### src/rtl/prio_irq_pkg.sv
package prio_irq_pkg;
  // Which kind of requester won arbitration (or is held pending)
  typedef enum logic [1:0] {
    WIN_NONE = 2'd0,
    WIN_NMI  = 2'd1,
    WIN_ABRK = 2'd2,
    WIN_SRC  = 2'd3
  } win_kind_t;
endpackage

### src/rtl/irq_flag_bank.sv
module irq_flag_bank #(
  parameter int W = 8
) (
  input  logic         clk,
  input  logic         rst,
  input  logic [W-1:0] raw,
  input  logic [W-1:0] clr,
  output logic [W-1:0] flag
);
  genvar g;
  generate
    for (g = 0; g < W; g++) begin : g_bit
      logic prev_q;
      logic flag_q;
      always_ff @(posedge clk) begin
        if (rst) begin
          prev_q <= 1'b0;
          flag_q <= 1'b0;
        end else begin
          prev_q <= raw[g];
          // a fresh edge outranks a clear in the same cycle
          if (raw[g] && !prev_q) flag_q <= 1'b1;
          else if (clr[g])       flag_q <= 1'b0;
        end
      end
      assign flag[g] = flag_q;
    end
  endgenerate
endmodule

### src/rtl/irq_pick.sv
module irq_pick
  import prio_irq_pkg::*;
#(
  parameter int N_SRC           = 8,
  parameter int MASK_ONLY_FIRST = 6,
  parameter int IDX_W           = (N_SRC > 1) ? $clog2(N_SRC) : 1
) (
  input  logic [N_SRC-1:0] flag,
  input  logic [N_SRC-1:0] en,
  input  logic [N_SRC-1:0] lvl,
  input  logic             nmi,
  input  logic             abrk,
  input  logic             mask,
  output win_kind_t        kind,
  output logic [IDX_W-1:0] idx
);
  function automatic logic [N_SRC-1:0] lvl_usable();
    logic [N_SRC-1:0] v;
    for (int i = 0; i < N_SRC; i++) v[i] = (i < MASK_ONLY_FIRST);
    return v;
  endfunction

  localparam logic [N_SRC-1:0] LVL_OK = lvl_usable();

  logic [N_SRC-1:0] ok, hi, lo;
  logic             hit_hi, hit_lo;
  logic [IDX_W-1:0] i_hi, i_lo;

  always_comb begin
    ok     = flag & en & {N_SRC{~mask}};
    hi     = ok & lvl & LVL_OK;
    lo     = ok & ~(lvl & LVL_OK);
    hit_hi = 1'b0;
    hit_lo = 1'b0;
    i_hi   = '0;
    i_lo   = '0;
    // scan downward so the lowest index is the last written
    for (int i = N_SRC - 1; i >= 0; i--) begin
      if (hi[i]) begin
        hit_hi = 1'b1;
        i_hi   = IDX_W'(i);
      end
      if (lo[i]) begin
        hit_lo = 1'b1;
        i_lo   = IDX_W'(i);
      end
    end
    kind = WIN_NONE;
    idx  = '0;
    if (nmi)         kind = WIN_NMI;
    else if (abrk)   kind = WIN_ABRK;
    else if (hit_hi) begin
      kind = WIN_SRC;
      idx  = i_hi;
    end else if (hit_lo) begin
      kind = WIN_SRC;
      idx  = i_lo;
    end
  end
endmodule

### src/rtl/prio_irq_ctrl.sv
module prio_irq_ctrl
  import prio_irq_pkg::*;
#(
  parameter int N_SRC           = 8,
  parameter int VEC_W           = 8,
  parameter int MASK_ONLY_FIRST = 6,
  parameter int VEC_NMI         = 7,
  parameter int VEC_ABRK        = 8,
  parameter int VEC_BASE        = 16
) (
  input  logic             clk,
  input  logic             rst,
  input  logic [N_SRC-1:0] src_raw,
  input  logic [N_SRC-1:0] src_en,
  input  logic [N_SRC-1:0] src_lvl,
  input  logic [N_SRC-1:0] flag_clr,
  input  logic             nmi_raw,
  input  logic             abrk_raw,
  input  logic             insn_end,
  input  logic             cpu_ack,
  input  logic             mask_clr,
  output logic             irq_req,
  output logic [VEC_W-1:0] irq_vec,
  output logic             mask_bit,
  output logic [N_SRC-1:0] src_flag
);
  localparam int IDX_W = (N_SRC > 1) ? $clog2(N_SRC) : 1;

  logic [1:0]       fix_flag;
  logic [1:0]       fix_clr;
  win_kind_t        win_kind;
  win_kind_t        held_kind;
  logic [IDX_W-1:0] win_idx;
  logic [VEC_W-1:0] win_vec;
  logic             accept;

  assign accept  = irq_req & cpu_ack;
  assign fix_clr = {accept && (held_kind == WIN_ABRK),
                    accept && (held_kind == WIN_NMI)};

  irq_flag_bank #(.W(N_SRC)) u_src_flags (
    .clk(clk), .rst(rst), .raw(src_raw), .clr(flag_clr), .flag(src_flag)
  );

  irq_flag_bank #(.W(2)) u_fix_flags (
    .clk(clk), .rst(rst), .raw({abrk_raw, nmi_raw}), .clr(fix_clr), .flag(fix_flag)
  );

  irq_pick #(
    .N_SRC(N_SRC), .MASK_ONLY_FIRST(MASK_ONLY_FIRST), .IDX_W(IDX_W)
  ) u_pick (
    .flag(src_flag), .en(src_en), .lvl(src_lvl),
    .nmi(fix_flag[0]), .abrk(fix_flag[1]), .mask(mask_bit),
    .kind(win_kind), .idx(win_idx)
  );

  always_comb begin
    case (win_kind)
      WIN_NMI:  win_vec = VEC_W'(VEC_NMI);
      WIN_ABRK: win_vec = VEC_W'(VEC_ABRK);
      WIN_SRC:  win_vec = VEC_W'(VEC_BASE) + VEC_W'(win_idx);
      default:  win_vec = '0;
    endcase
  end

  always_ff @(posedge clk) begin
    if (rst) begin
      irq_req   <= 1'b0;
      irq_vec   <= '0;
      held_kind <= WIN_NONE;
      mask_bit  <= 1'b1;
    end else begin
      if (accept) begin
        irq_req   <= 1'b0;
        held_kind <= WIN_NONE;
      end else if (!irq_req && insn_end && (win_kind != WIN_NONE)) begin
        irq_req   <= 1'b1;
        irq_vec   <= win_vec;
        held_kind <= win_kind;
      end
      if (accept)        mask_bit <= 1'b1;
      else if (mask_clr) mask_bit <= 1'b0;
    end
  end
endmodule

### config.mk
export PLATFORM = sky130hd
export DESIGN_NAME = prio_irq_ctrl
export DESIGN_NICKNAME = d
export VERILOG_FILES = /design/src/rtl/prio_irq_pkg.sv /design/src/rtl/irq_flag_bank.sv /design/src/rtl/irq_pick.sv /design/src/rtl/prio_irq_ctrl.sv
export SDC_FILE = /design/constraint.sdc
export NUM_CORES = 1
export LEC_CHECK = 0
export CAP_MARGIN = 0
export CORE_MARGIN = 2
export CORE_UTILIZATION = 47
export DETAILED_ROUTE_END_ITERATION = 8
export PLACE_DENSITY = 0.85
export SLEW_MARGIN = 20
export SYNTH_ARGS = -nofsm -noshare
export SYNTH_HDL_FRONTEND = slang
export SYNTH_HIERARCHICAL = 1
export SYNTH_SLANG_ARGS = --single-unit
### constraint.sdc
create_clock -name clk -period 3.16 [get_ports clk]
set_input_delay 0.474 -clock clk [delete_from_list [all_inputs] [get_ports clk]]
set_output_delay 0.474 -clock clk [all_outputs]
set_load 0.05 [all_outputs]
==> results of run 1 <==
[cell families after synthesis]
kind of cell           count (synthesis)  synth area share
and+or+nand+nor                       76             0.349
AOI/OAI and AO/OA                     37             0.162
DFF                                   29             0.393
buffers and inverters                 20            0.0939
other                                  1           0.00254
[synthesized netlist by cell type, types with 2 or more instances]
master	n	area (um2)
dfxtp_1	29	581
nand2b_1	23	144
a21oi_1	15	75.1
buf_4	13	97.6
nand2_1	9	33.8
nor2_1	8	30.0
nor2b_1	7	43.8
inv_1	5	18.8
and2b_1	4	30.0
nand3b_1	3	22.5
nor3b_1	3	22.5
o21ai_0	3	15.0
a211oi_1	2	15.0
a21oi_2	2	17.5
a31oi_1	2	12.5
buf_6	2	22.5
nand4b_1	2	17.5
nand4bb_1	2	22.5
o32ai_1	2	17.5
[state kept, by name, indices dropped and copies added, names as in the netlist]
name                      count
irq_req                       1
u_src_flags/g_bit.prev_q      8
u_fix_flags/g_bit.flag_q      2
u_fix_flags/g_bit.prev_q      2
mask_bit                      1
held_kind                     2
u_src_flags/g_bit.flag_q      8
irq_vec                       5
[per-stage QoR]
step           total power, W  hold slack (ps)  setup slack, ps  area, um2
2_1_floorplan        0.000578              440              935       1490
3_3_place_gp         0.000653              446              691       1940
3_5_place_dp         0.000661              446              660       1940
4_1_cts              0.000854              459              837       1980
5_1_grt              0.000884              481              753       1980
6_report             0.000845              456              858       1980
[final cells by class]
cell class,instances,share of cell area
clock buffers,5,0.0189
clock inverters,1,0.00253
inverters,5,0.00947
multi-input cells,116,0.387
flip-flops and latches,29,0.293
well taps,44,0.0278
repair buffers,52,0.261
[final timing paths]
path	slack, ps	cells past startpoint	end	start
max reg2reg	940	8	held_kind[1]	mask_bit
min reg2reg	460	2	irq_vec[3]	irq_vec[3]
min	460	2	irq_vec[3]	irq_vec[3]
max	860	1	mask_bit	mask_bit
[layout by cell type (no fill, tap or decap), types with 2 or more instances in the layout]
cell type,count
and2b_1,4
nand2b_1,23
nor2_1,8
clkbuf_4,5
nand4b_1,2
dfxtp_1,29
nor3b_1,3
a21oi_1,15
nand2_1,9
a211oi_1,2
nor2b_1,7
o32ai_1,2
o21ai_0,3
inv_1,5
nand3b_1,3
conb_1,3
a31oi_1,2
clkdlybuf4s50_1,51
a21oi_2,2
nand4bb_1,2
[metal layers]
metal	global-route usage	wire length, um	up-vias	part of all wire
met1	0.203	1320	601	0.41
met2	0.362	1650	51	0.51
li1	-	-	645	-
met3	0.0346	165	14	0.051
met4	0.105	101	0	0.031
met5	0	0	-	0
[power by group through the flow]
stage	combinational [W]	sequential (W)	clock, W
final	0.000236	0.000417	0.000192
after floorplan	0.000134	0.000444	0
after global routing	0.000251	0.000422	0.000211
after global placement	0.000229	0.000424	0
after CTS	0.000236	0.000417	0.000201
after detailed placement	0.000235	0.000426	0
==> results by group, run 1 <==
GRT
  • GRT Resource Usage Total: 0.194
  • Remaining Overflow, GRT: 0
  • Largest net degree at the start of global routing: 21
  • First-pass GRT wire length: 5230 um
  • Initial antenna violation count: 0
  • Vias in the first global route: 1254

Synthesis
  • Yosys warning total: 6
  • EDFF count, synth: 0
  • Distinct cells, synth: 46
  • Synth Flop Type: dfxtp_1
  • Seq/Total Area, Yosys: 0.393
  • Netlist area before placement: 1480 um2
  • Async S/R FF share, synth: 0
  • Post-Syn Instances: 163
  • Flops & latches, synth: 29
  • Syn Area/Cell: 9.07 um2

Setup path
  • Type of destination of the critical path: output pin
  • Critical-path cell list: clkdlybuf4s50_1
  • Max stage delay on crit path: 900 ps
  • Kind of cell adding the most delay to the critical path: buffers and inverters
  • Crit path max fanout: 17
  • Critical path buffers and inverters: 1
  • Kind of critical path: reg -> out
  • Worst Path Required: 2690 ps
  • CP max-delay cell: clkdlybuf4s50_1
  • CP startpoint kind: register
  • Crit path arrival time: 1830 ps

Finish
  • Reg area: 581 um2
  • Ant. Diodes: 0
  • Post-route insts no fill: 252
  • Fillers: 266
  • Fraction of layout cells with a size suffix above 1: 0.0913
  • Area growth syn-to-layout: 34.0%
  • End-of-flow core utilization: 0.655
  • Final #Nets: 248
  • Area of the multi-input gates: 767 um2

Clocking
  • CTS Buffer Depth: 2
  • Post-CTS setup buffers: 0
  • Clk sinks: 29
  • Clock-pin slew on the worst setup and hold paths: 80 ps
  • Hold buffer count at CTS: 0
  • Inserted Clock Buffers: 5
  • H-tree levels: 2
  • Post-CTS resize count: 0
  • Root Buffer: clkbuf_4
  • CTS tree: done
  • Latest clock arrival within the worst-skew pair: 320 ps

Power
  • Sequential Power Share: 0.494
  • Logic pwr share: 0.279
  • Worst vdd rail ir drop: 0.215 mV
  • Pint: 0.000580 W
  • Pwr/cell area: 426 nW/um2
  • Leakage: 0.763 nW
  • Switch share: 0.314
  • P_sw: 0.000265 W
  • Clock network power share: 0.228

Timing
  • Period utilization: 0.728
  • Fin. max-slew vios: 0
  • RSZ-0062 raised after global routing: false
  • Min cycle time layout: 2300 ps
  • Final Hold Fails: 0
  • Least-Margin Pin Slew: 664 ps
  • Relative slew slack: 0.556
  • Final Skew: 8.07 ps
  • Setup tns final: 0 ps
  • Fmax: 434 MHz
  • Setup-failing EPs final: 0

Placed design
  • GPL Wtd Cong: 0.919
  • HPWL after DPL: 2600 um
  • Buffers on Ports: 51
  • Dpl cells: 246

Run status
  • Outcome: finished, final reports clean

Floorplan
  • Top-level I/O count: 57
  • Core box area: 3030 um2
  • Die area: 3610 um2
  • Chip height: 60.1 um
  • Num rows: 20
  • Starting Density: 0.488
  • Die X: 60.1 um

Route
  • Via count: 1311
  • DRT iter0 DRCs: 26
  • DRT Pass-1 Iters: 4
  • Vias per inst: 5.20
  • Post-route DRC violation count: 0
  • WL final: 3230 um
  • WL/cell: 12.8 um
  • Number of antenna-violating nets in the routed design: 0

Min path
  • Worst min path class: reg -> reg

Flow run
  • Max-cap viol count: 0
No activity file was read; power rests on OpenSTA's default activity.
==> run 2: changes to the inputs <==
--- a/config.mk
+++ b/config.mk
@@ -7,9 +7,9 @@
 export LEC_CHECK = 0
 export CAP_MARGIN = 0
 export CORE_MARGIN = 2
-export CORE_UTILIZATION = 47
+export CORE_UTILIZATION = 39
 export DETAILED_ROUTE_END_ITERATION = 8
-export PLACE_DENSITY = 0.85
+export PLACE_DENSITY = 0.75
 export SLEW_MARGIN = 20
 export SYNTH_ARGS = -nofsm -noshare
 export SYNTH_HDL_FRONTEND = slang
==> constraint.sdc (replaced) <==
create_clock -name clk -period 2 [get_ports clk]
set_input_delay 0.3 -clock clk [delete_from_list [all_inputs] [get_ports clk]]
set_output_delay 0.3 -clock clk [all_outputs]
set_load 0.05 [all_outputs]
==> results by group, run 2 (same netlist as run 1, synthesis figures left out) <==
Run status
  • Outcome: finished, violations left
  • Failing checks: setup timing

Timing
  • Fmax: 490 MHz
  • RSZ-0062 raised after global routing: true
  • Final Hold Fails: 0 (unchanged)
  • Period utilization: 1.02
  • Final Skew: 3.97 ps (-4.10 ps)
  • Min cycle time layout: 2040 ps
  • Least-Margin Pin Slew: 505 ps (-159 ps)
  • Final worst slack: -42.2 ps (-900 ps)
  • Fin. max-slew vios: 0 (unchanged)
  • Setup-failing EPs final: 4 (+4)
  • Relative slew slack: 0.662 (+0.106)

Route
  • DRT Pass-1 Iters: 4 (unchanged)
  • WL final: 3720 um (+15%)
  • Vias per inst: 4.84 (-6.9%)
  • WL/cell: 13.1 um (+2.5%)
  • DRT iter0 DRCs: 26 (unchanged)
  • Number of antenna-violating nets in the routed design: 0 (unchanged)
  • Via count: 1370 (+4.5%)
  • Post-route DRC violation count: 0 (unchanged)

Finish
  • Fraction of layout cells with a size suffix above 1: 0.264 (+0.172)
  • Commonest non-fill, non-tap cell in the layout: clkdlybuf4s50_1
  • Final #Nets: 273 (+10%)
  • Most frequent cells in the layout: clkdlybuf4s50_1 (38), dfxtp_1 (28), buf_4 (25), nand2b_1 (23), a21oi_1 (14)
  • Fin area: 2370 um2 (+19%)
  • Ant. Diodes: 0 (unchanged)
  • Area growth syn-to-layout: 60.0%
  • Top Registers: u_src_flags/g_bit.flag_q: 8 flops, u_src_flags/g_bit.prev_q: 8 flops, irq_vec: 5 flops

Floorplan
  • Starting Density: 0.404 (-0.0845)
  • Die X: 65.6 um (+9.1%)
  • Die area: 4300 um2 (+19%)
  • Chip height: 65.6 um (+9.1%)
  • Top-level I/O count: 57 (unchanged)
  • Num rows: 22 (+10%)
  • Core box area: 3660 um2 (+21%)

Setup path
  • Type of destination of the critical path: register
  • Kind of critical path: in -> reg
  • CP Launch Point: src_en[5]
  • Crit path arrival time: 2260 ps (+430 ps)
  • Worst reg-to-reg setup slack: -30 ps (-970 ps)
  • Worst Path Required: 2220 ps (-470 ps)
  • Reg2reg end: held_kind[1]
  • Crit path max fanout: 6 (-11)
  • CP startpoint kind: primary input
  • Reg-to-reg startpoint: mask_bit
  • R2R depth: 8 (unchanged)

Placed design
  • Buffers on Ports: 51 (unchanged)
  • HPWL after DPL: 2410 um (-7.0%)
  • GPL Wtd Cong: 0.787 (-14%)
  • Placed inst area: 2060 um2 (+6.3%)

Min path
  • WHS Path Cells: 2 (unchanged)
  • WHS Endpoint: irq_vec[0]
  • Worst min path class: reg -> reg
  • HP Start: irq_vec[0]

Power
  • Sequential Power Share: 0.424 (-0.070)
  • P_sw: 0.000481 W (+81%)
  • Logic pwr share: 0.288 (+0.009)
  • Leakage: 1.05 nW (+37%)
  • Pint: 0.00108 W (+87%)
  • Clock network power share: 0.288 (+0.060)
  • Worst vdd rail ir drop: 0.554 mV (+160%)
  • Total power: 0.00157 W (+85%)
  • Switch share: 0.307 (-0.00679)
  • Pwr/cell area: 661 nW/um2 (+55%)

GRT
  • Remaining Overflow, GRT: 0 (unchanged)
  • GRT Resource Usage Total: 0.162 (-0.0321)
  • Initial antenna violation count: 0 (unchanged)
  • Largest net degree at the start of global routing: 29 (+38%)
  • Vias in the first global route: 1258 (+0.32%)
  • First-pass GRT wire length: 5240 um (+0.13%)

Clocking
  • Clk sinks: 29 (unchanged)
  • Inserted Clock Buffers: 5 (unchanged)
  • CTS Buffer Depth: 2 (unchanged)
  • Root Buffer: clkbuf_8
  • H-tree levels: 2 (unchanged)
  • Hold buffer count at CTS: 0 (unchanged)
  • Clock-pin slew on the worst setup and hold paths: 60 ps (-20 ps)
  • CTS tree: done
  • Latest clock arrival within the worst-skew pair: 280 ps (-40 ps)

Flow run
  • Max-cap viol count: 0 (unchanged)
[run 2: changes by cell type in the layout (fill, tap and decap cells not counted), moves of 5 or more]
cell | previous run | this run
clkbuf_8 | 0 | 5
buf_4 | 1 | 25
clkdlybuf4s50_1 | 51 | 38
dlymetal6s2s_1 | 0 | 12
clkbuf_4 | 5 | 0
[run 2: metal layers]
layer  vias up  GRT usage  routed length, um
li1        700          -                  -
met1       625      0.184               1680
met2        38      0.261               1800
met3         7     0.0634                170
met4         0     0.0859                 72
met5         -          0                  0
[run 2: cell type report]
type | count | area, um2
repair buffers | 77 | 741
clock buffers | 6 | 72.6
well taps | 48 | 60.1
flip-flops and latches | 29 | 584
inverters | 5 | 18.8
multi-input cells | 116 | 880
clock inverters | 2 | 10.0
fillers | 285 | 1290
[run 2: power by group through the flow]
| stage | logic, W | registers (W) | clock network [W] |
|---|---|---|---|
| after detailed placement | 0.000390 | 0.000673 | 0 |
| after floorplan | 0.000211 | 0.000702 | 0 |
| after global placement | 0.000385 | 0.000671 | 0 |
| after CTS | 0.000391 | 0.000661 | 0.000467 |
| after global routing | 0.000482 | 0.000669 | 0.000496 |
| final | 0.000451 | 0.000664 | 0.000451 |
[run 2: per-stage QoR]
stage	setup WS [ps]	hold WS, ps	util	instances	setup TNS (ps)
after global placement	-241	438	0.563	265	-1660
after global routing	-136	466	0.646	283	-887
final	-42.2	448	0.646	283	-74.7
after detailed placement	-276	444	0.563	265	-1880
after floorplan	77.4	369	-	165	0
after CTS	6.71	451	0.585	273	0
[run 2: timing repair]
item,4_1_cts,5_1_grt
resized for setup,0,36
endpoints found under the setup margin,0,8
setup buffers,0,10
[run 2: how the worst max path moves through the flow]
stage	to	slack (ps)	cells past startpoint
5_1_grt	held_kind[1]	-140	8
4_1_cts	held_kind[1]	7	9
6_report	held_kind[1]	-40	9
3_5_place_dp	irq_vec[4]	-280	9
3_3_place_gp	irq_vec[4]	-240	9
2_1_floorplan	held_kind[1]	80	9
[run 2: worst max-delay path: stages]
cell and delay [ps]:
clkdlybuf4s50_1 400, nand3b_1 190, o221ai_2 160, or3_4 440, nor2_2 110, o21bai_1 120, and3b_2 290, nand2b_4 150
a21oi_2 110
==> run 3: changes to the inputs <==
--- a/config.mk
+++ b/config.mk
@@ -8,6 +8,7 @@
 export CAP_MARGIN = 0
 export CORE_MARGIN = 2
 export CORE_UTILIZATION = 39
+export CTS_BUF_LIST = sky130_fd_sc_hd__clkbuf_4 sky130_fd_sc_hd__clkbuf_8 sky130_fd_sc_hd__clkbuf_16
 export DETAILED_ROUTE_END_ITERATION = 8
 export PLACE_DENSITY = 0.75
 export SLEW_MARGIN = 20
==> results by group, run 3 (same netlist as run 1, synthesis figures left out) <==
Clocking
  • Hold buffer count at CTS: 0 (unchanged)
  • Inserted Clock Buffers: 5 (unchanged)
  • CTS tree: done
  • Clock-pin slew on the worst setup and hold paths: 60 ps (about the same)
  • H-tree levels: 2 (unchanged)
  • Latest clock arrival within the worst-skew pair: 280 ps (about the same)
  • Clk sinks: 29 (unchanged)
  • CTS Buffer Depth: 2 (unchanged)
  • Root Buffer: clkbuf_8

Timing
  • Period utilization: 1.02 (unchanged)
  • Min cycle time layout: 2040 ps (unchanged)
  • Setup tns final: -74.7 ps (unchanged)
  • Final Hold Fails: 0 (unchanged)
  • Final Skew: 4.09 ps (+0.116 ps)
  • Relative slew slack: 0.662 (unchanged)
  • Fmax: 490 MHz (unchanged)
  • Hold slack: 448 ps (unchanged)
  • Setup-failing EPs final: 4 (unchanged)
  • Fin. max-slew vios: 0 (unchanged)
  • Least-Margin Pin Slew: 505 ps (unchanged)
  • Final worst slack: -42.2 ps (unchanged)
  • RSZ-0062 raised after global routing: true

Placed design
  • Dpl cells: 265 (unchanged)
  • Buffers on Ports: 51 (unchanged)
  • Placed inst area: 2060 um2 (unchanged)
  • GPL Wtd Cong: 0.787 (unchanged)
  • HPWL after DPL: 2410 um (unchanged)

Floorplan
  • Die area: 4300 um2 (unchanged)
  • Top-level I/O count: 57 (unchanged)
  • Core box area: 3660 um2 (unchanged)
  • Chip height: 65.6 um (unchanged)
  • Starting Density: 0.404 (unchanged)
  • Num rows: 22 (unchanged)
  • Die X: 65.6 um (unchanged)

Finish
  • Post-route insts no fill: 283 (unchanged)
  • Most frequent cells in the layout: clkdlybuf4s50_1 (38), dfxtp_1 (28), buf_4 (25), nand2b_1 (23), a21oi_1 (14)
  • Ant. Diodes: 0 (unchanged)
  • Fraction of layout cells with a size suffix above 1: 0.268 (+0.00426)
  • Top Registers: u_src_flags/g_bit.flag_q: 8 flops, u_src_flags/g_bit.prev_q: 8 flops, irq_vec: 5 flops
  • Fin area: 2370 um2 (+0.16%)
  • Area growth syn-to-layout: 60.2%
  • Final #Nets: 273 (unchanged)
  • Commonest non-fill, non-tap cell in the layout: clkdlybuf4s50_1

Setup path
  • Kind of critical path: in -> reg
  • Crit path arrival time: 2260 ps (about the same)
  • Type of destination of the critical path: register
  • Worst Path Required: 2220 ps (about the same)
  • Crit path max fanout: 6 (unchanged)
  • CP startpoint kind: primary input

Power
  • Leakage: 1.05 nW (+0.33%)
  • Worst vdd rail ir drop: 0.554 mV (about the same)
  • Total power: 0.00158 W (+0.88%)
  • Pwr/cell area: 666 nW/um2 (+0.72%)

GRT
  • First-pass GRT wire length: 5240 um (unchanged)
  • Vias in the first global route: 1257 (-0.079%)
  • Largest net degree at the start of global routing: 29 (unchanged)
  • Remaining Overflow, GRT: 0 (unchanged)
  • GRT Resource Usage Total: 0.162 (unchanged)
  • Initial antenna violation count: 0 (unchanged)

Run status
  • Outcome: finished, violations left
  • Failing checks: setup timing

Route
  • Number of antenna-violating nets in the routed design: 0 (unchanged)
  • DRT iter0 DRCs: 26 (unchanged)
  • Vias per inst: 4.84 (unchanged)
  • WL final: 3720 um (about the same)
  • Via count: 1370 (unchanged)
  • DRT Pass-1 Iters: 4 (unchanged)
  • WL/cell: 13.2 um (about the same)
  • Post-route DRC violation count: 0 (unchanged)

Min path
  • Worst min path class: reg -> reg

Flow run
  • Max-cap viol count: 0 (unchanged)
==> run 3: worst max-delay path, stage by stage <==
cell and delay (ps):
clkdlybuf4s50_1 400, nand3b_1 190, o221ai_2 160, or3_4 440, nor2_2 110, o21bai_1 120, and3b_2 290, nand2b_4 150
a21oi_2 110
==> run 3: power breakdown <==
part / total [W] / internal, W / switching, W
logic: 0.000451 / 0.000223 / 0.000228
registers: 0.000664 / 0.000621 / 0.0000422
clock network: 0.000464 / 0.000254 / 0.000211
total: 0.00158 / 0.00110 / 0.000481
==> run 3: path summary, 6_finish.rpt <==
kind,from,end,slack (ps),depth (start not counted)
min reg2reg,irq_vec[0],irq_vec[0],450,2
max reg2reg,mask_bit,held_kind[1],-30,8
min,irq_vec[0],irq_vec[0],450,2
max,src_en[5],held_kind[1],-40,9
==> run 3: metal layers <==
metal  GRT usage  part of all wire  vias up
met1       0.184              0.45      625
met4      0.0859             0.019        0
met2       0.261              0.48       38
li1            -                 -      700
met3      0.0634             0.046        7
met5           0                 0        -
==> run 3: timing repair <==
action                     in CTS  in global routing
resized for setup               0                 36
setup endpoints to repair       0                  8
setup buffers                   0                 10
==> run 3: final cells by class <==
| type | count | area [um2] |
|---|---|---|
| Fill cell | 284 | 1290 |
| Multi-Input combinational cell | 116 | 880 |
| Timing Repair Buffer | 77 | 741 |
| Sequential cell | 29 | 584 |
| Clock buffer | 6 | 76.3 |
| Tap cell | 48 | 60.1 |
| Inverter | 5 | 18.8 |
| Clock inverter | 2 | 10.0 |
==> run 3: metrics by stage <==
step                setup WS [ps]   util
floorplan                    77.4      -
global placement             -241  0.563
detailed placement           -276  0.563
CTS                          6.71  0.586
global route                 -136  0.647
finish                      -42.2  0.647
